## src/rtl/qos_csr_pkg.sv

```systemverilog
package qos_csr_pkg;

   typedef enum logic [1:0] {
      PRIV_U   = 2'd0,
      PRIV_S   = 2'd1,
      PRIV_RSV = 2'd2,
      PRIV_M   = 2'd3
   } priv_e;

   typedef enum logic [1:0] {
      ACC_NONE    = 2'd0,
      ACC_GRANT   = 2'd1,
      ACC_ILLEGAL = 2'd2,
      ACC_VIRT    = 2'd3
   } verdict_e;

endpackage

```

## src/rtl/qos_access_gate.sv

```systemverilog
module qos_access_gate
   import qos_csr_pkg::*;
(
   input  logic     req,
   input  logic     hit,
   input  priv_e    priv,
   input  logic     virt,
   input  logic     sen,
   output verdict_e verdict
);

   // Priority: machine mode, then state-enable, then virtualization, then privilege.
   always_comb begin
      if (!(req && hit))        verdict = ACC_NONE;
      else if (priv == PRIV_M)  verdict = ACC_GRANT;
      else if (!sen)            verdict = ACC_ILLEGAL;
      else if (virt)            verdict = ACC_VIRT;
      else if (priv == PRIV_S)  verdict = ACC_GRANT;
      else                      verdict = ACC_ILLEGAL;
   end

endmodule

```

## src/rtl/qos_id_field.sv

```systemverilog
module qos_id_field #(
   parameter int W = 12
) (
   input  logic         clk,
   input  logic         rst_n,
   input  logic         wr_en,
   input  logic [W-1:0] wdata,
   output logic [W-1:0] value
);

   always_ff @(posedge clk or negedge rst_n) begin
      if (!rst_n)     value <= '0;
      else if (wr_en) value <= wdata;
   end

endmodule

```

## src/rtl/qos_read_pack.sv

```systemverilog
module qos_read_pack #(
   parameter int XLEN   = 32,
   parameter int RC_W   = 12,
   parameter int MC_W   = 12,
   parameter int MC_LSB = 16
) (
   input  logic            en,
   input  logic [RC_W-1:0] rc,
   input  logic [MC_W-1:0] mc,
   output logic [XLEN-1:0] rdata
);

   always_comb begin
      rdata = '0;
      if (en) begin
         rdata[RC_W-1:0]       = rc;
         rdata[MC_LSB +: MC_W] = mc;
      end
   end

endmodule

```

## src/rtl/qos_id_csr.sv

```systemverilog
module qos_id_csr
   import qos_csr_pkg::*;
#(
   parameter int          XLEN     = 32,
   parameter logic [11:0] CSR_ADDR = 12'h181,
   parameter int          RC_W     = 12,
   parameter int          MC_W     = 12,
   parameter int          MC_LSB   = 16
) (
   input  logic            clk,
   input  logic            rst_n,
   input  logic            csr_req,
   input  logic [11:0]     csr_addr,
   input  logic            csr_we,
   input  logic [XLEN-1:0] csr_wdata,
   input  logic [1:0]      priv_mode,
   input  logic            virt_on,
   input  logic            sen_bit,
   output logic [XLEN-1:0] csr_rdata,
   output logic            trap_illegal,
   output logic            trap_virtual,
   output logic [RC_W-1:0] tag_rcid,
   output logic [MC_W-1:0] tag_mcid
);

   localparam int MC_MSB = MC_LSB + MC_W - 1;

   // Elaboration-time parameter checks
   if (RC_W < 1 || MC_W < 1) begin : g_bad_width
      $error("qos_id_csr: ID widths must be positive");
   end
   if (RC_W > MC_LSB) begin : g_bad_overlap
      $error("qos_id_csr: fields overlap");
   end
   if (MC_MSB >= XLEN) begin : g_bad_xlen
      $error("qos_id_csr: monitoring field exceeds XLEN");
   end

   verdict_e verdict;
   logic     hit, wr_en, rd_en;
   logic     unused_wbits;

   assign hit   = (csr_addr == CSR_ADDR);
   assign unused_wbits = ^csr_wdata;

   qos_access_gate u_gate (
      .req     (csr_req),
      .hit     (hit),
      .priv    (priv_e'(priv_mode)),
      .virt    (virt_on),
      .sen     (sen_bit),
      .verdict (verdict)
   );

   assign rd_en        = (verdict == ACC_GRANT);
   assign wr_en        = rd_en && csr_we;
   assign trap_illegal = (verdict == ACC_ILLEGAL);
   assign trap_virtual = (verdict == ACC_VIRT);

   qos_id_field #(.W(RC_W)) u_rc (
      .clk   (clk),
      .rst_n (rst_n),
      .wr_en (wr_en),
      .wdata (csr_wdata[RC_W-1:0]),
      .value (tag_rcid)
   );

   qos_id_field #(.W(MC_W)) u_mc (
      .clk   (clk),
      .rst_n (rst_n),
      .wr_en (wr_en),
      .wdata (csr_wdata[MC_MSB:MC_LSB]),
      .value (tag_mcid)
   );

   qos_read_pack #(.XLEN(XLEN), .RC_W(RC_W), .MC_W(MC_W), .MC_LSB(MC_LSB)) u_rd (
      .en    (rd_en),
      .rc    (tag_rcid),
      .mc    (tag_mcid),
      .rdata (csr_rdata)
   );

endmodule

```

## config.mk

```make
export PLATFORM = sky130hd
export DESIGN_NAME = qos_id_csr
export DESIGN_NICKNAME = d
export VERILOG_FILES = /design/src/rtl/qos_csr_pkg.sv /design/src/rtl/qos_access_gate.sv /design/src/rtl/qos_id_field.sv /design/src/rtl/qos_read_pack.sv /design/src/rtl/qos_id_csr.sv
export SDC_FILE = /design/constraint.sdc
export NUM_CORES = 1
export LEC_CHECK = 0
export BUFFER_PORTS_ARGS = -buffer_cell sky130_fd_sc_hd__buf_2
export CORE_ASPECT_RATIO = 0.75
export CORE_UTILIZATION = 38
export CTS_CLUSTER_SIZE = 40
export DETAILED_ROUTE_END_ITERATION = 16
export GPL_TIMING_DRIVEN = 1
export PLACE_DENSITY = 0.79
export SYNTH_ARGS = -nofsm -noshare
export SYNTH_HDL_FRONTEND = slang
export SYNTH_SLANG_ARGS = --single-unit
```

## constraint.sdc

```tcl
create_clock -name clk -period 1.8 [get_ports clk]
set_clock_uncertainty 0.15 [all_clocks]
set_input_delay 0.09 -clock clk [delete_from_list [all_inputs] [get_ports clk]]
set_output_delay 0.09 -clock clk [all_outputs]
set_load 0.02 [all_outputs]
```

==> impl_metrics.csv <==
group,metric,value,unit
clock_network,cts_made_buffers,3,
route,wl,3210,µm
timing,fin_ws,146,ps
final_layout,drive_gt1_share,59.1,%
final_layout,fin_util,65.9,%
floorplan,start_util,39.9,%
grt,antenna_found_initial,0,
synth,avgSynthCellArea,13.0,µm²
timing,hold_violations,0,
hold_path,hold_class,"in2async",
power,ir_drop,0.000409,V
timing,relSlewSlack,65.5,%
route,drt_pre_antenna_iters,4,
clock_network,tritoncts,"yes",
place,dp.cells,235,
synth,async_flop_share,100,%
synth,syn_area,0.00131,mm²
place,place_ws,-44.6,ps
final_layout,final_cell_mix,"buf_2, dlygate4sd3_1, and2_1, dfrtp_1, mux2_4",
timing,worst_slew_pin_slew,517,ps
place,dp_hpwl,2170,µm
clock_network,root_buffer,"clkbuf_8",
clock_network,clock-sinks,24,
timing,fin_crit,1650,ps
critical_path,cp-end-kind,"output port",
synth,syn-instance-count,101,
synth,synth.distinct_cells,20,
timing,drv_slew,0,
route,drtAntennaViolNets,0,
timing,max_freq,605,MHz
route,drt_iter0_drc,25,
final_layout,syn2layout_area_growth,65.0,%
grt,grt_usage,18.1,%
critical_path,crit_fanout,11,
critical_path,worstPathRequired,1560,ps
timing,holdWs,195,ps
place,io_buffer_count,93,
power,power_density,520,mW/mm²
floorplan,dieArea,0.00370,mm²
grt,overflow,0,
route,viasPerCell,4.50,
synth,synth_edf_count,0,
final_layout,layout_commonest_cell,"buf_2",
final_layout,final_cells,265,
timing,fin_crit_sh,91.9,%
synth,ys_seq_elements,24,
run,drv_cap,0,
critical_path,criticalPathCategory,"in2out",
synth,yosysWarnings,0,
timing,grt_setup_unrepaired,"no",
clock_network,worstSkewPairLatency,260,ps
route,drc,0,
critical_path,cp.arrival,1410,ps
place,place.gp.congestion,0.744,
power,cellLeakagePower,1.26,nW
floorplan,fp-row-count,18,
grt,grt_pass1_vias,1193,
clock_network,cts.path.max_buffers,2,
final_layout,nets,278,
final_layout,design_area,0.00217,mm²
grt,grt_max_degree,25,
critical_path,start_kind,"input pin",
route,wire_per_inst,12.1,µm
synth,synth_ff_type,"dfrtp_1",
final_layout,n_fill_cell,250,
route,vias,1192,
floorplan,core-area,0.00329,mm²
clock_network,clk_pin_slew_worst_paths,80,ps
run_status,outcome,"finished clean",
place,place_area,0.00183,mm²
floorplan,die_w,69.9,µm
floorplan,ios,110,
grt,grt_pass1_wl,5180,µm
synth,ys_seq_area_share,45.8,%
timing,setup_violations,0,
final_layout,num_antenna_cells,0,
clock_network,h-tree-depth,1,
floorplan,die_h,52.9,µm
## cell type report
| type | instances | area (µm²) | share of cell area (%) |
|---|---|---|---|
| inverters | 1 | 3.75 | 0.173 |
| clock buffers | 3 | 41.3 | 1.91 |
| clock inverters | 1 | 30.0 | 1.39 |
| well taps | 40 | 50.0 | 2.31 |
| multi-input cells | 71 | 647 | 29.9 |
| repair buffers | 125 | 793 | 36.6 |
| flip-flops and latches | 24 | 601 | 27.7 |
## flip-flops by register name (all words and copies together), names as in the netlist
name        cells
u_mc.value     12
u_rc.value     12
## path summary, 6_finish.rpt
kind,to,cells past startpoint,slack [ps],start
hold reg to reg,u_rc.value[1],1,380,u_rc.value[1]
min in group clk,u_mc.value[6],5,270,csr_we
hold / removal,u_rc.value[9],2,190,rst_n
setup / recovery,csr_rdata[18],8,150,csr_addr[1]
max in group asynchronous,u_rc.value[7],2,950,rst_n
setup reg to reg,u_mc.value[3],1,860,u_mc.value[3]
## where the power goes
| part | switching [mW] | internal (mW) |
|---|---|---|
| registers | 0.000332 | 0.539 |
| logic | 0.0551 | 0.0757 |
| clock network | 0.159 | 0.297 |
## per-stage QoR
step                power (mW)  TNS, ps
floorplan                0.591        0
global placement         0.636        0
detailed placement       0.639     -297
CTS                       1.14        0
global route              1.18        0
finish                    1.13        0
## synthesized netlist by cell type (2+ instances only)
library cell	n	area, µm²
buf_6	2	22.5
buf_4	8	60.1
dfrtp_1	24	601
clkbuf_1	2	7.51
and2_1	24	150
nor2_1	5	18.8
mux2_2	4	45.0
mux2_4	20	300
## timing repair
| action | in CTS | in global routing |
|---|---|---|
| endpoints found under the setup margin | 11 | 15 |
| pin swaps | 0 | 1 |
| hold buffers | 25 | 0 |
| setup buffers | 0 | 1 |
| gates cloned | 0 | 0 |
| resized for setup | 1 | 0 |
| endpoints found under the hold margin | 48 | 0 |
## critical path: stages
cell and delay (ps):
buf_2 120, nor4b_4 270, nand4_2 110, buf_4 160, nor2_2 150, buf_4 190, and2_1 140, buf_2 160
## layer usage
layer / share of wire (%) / vias to the layer above / wire (µm) / global-route usage (%)
li1: - / 567 / - / -
met1: 40 / 559 / 1290 / 19.8
met2: 52 / 60 / 1660 / 34.6
met3: 7.0 / 6 / 226 / 6.10
met4: 1.1 / 0 / 35 / 4.00
met5: 0 / - / 0 / 0
## cell families after synthesis
logic type / share of synthesized area (%)
flip-flops: 45.8
AND/OR/NAND/NOR: 19.2
buffers and inverters: 7.15
AO/OA/AOI/OAI: 1.33
other: 0.286
multiplexers: 26.3
Note: power is estimated with default switching activity, not from simulation.
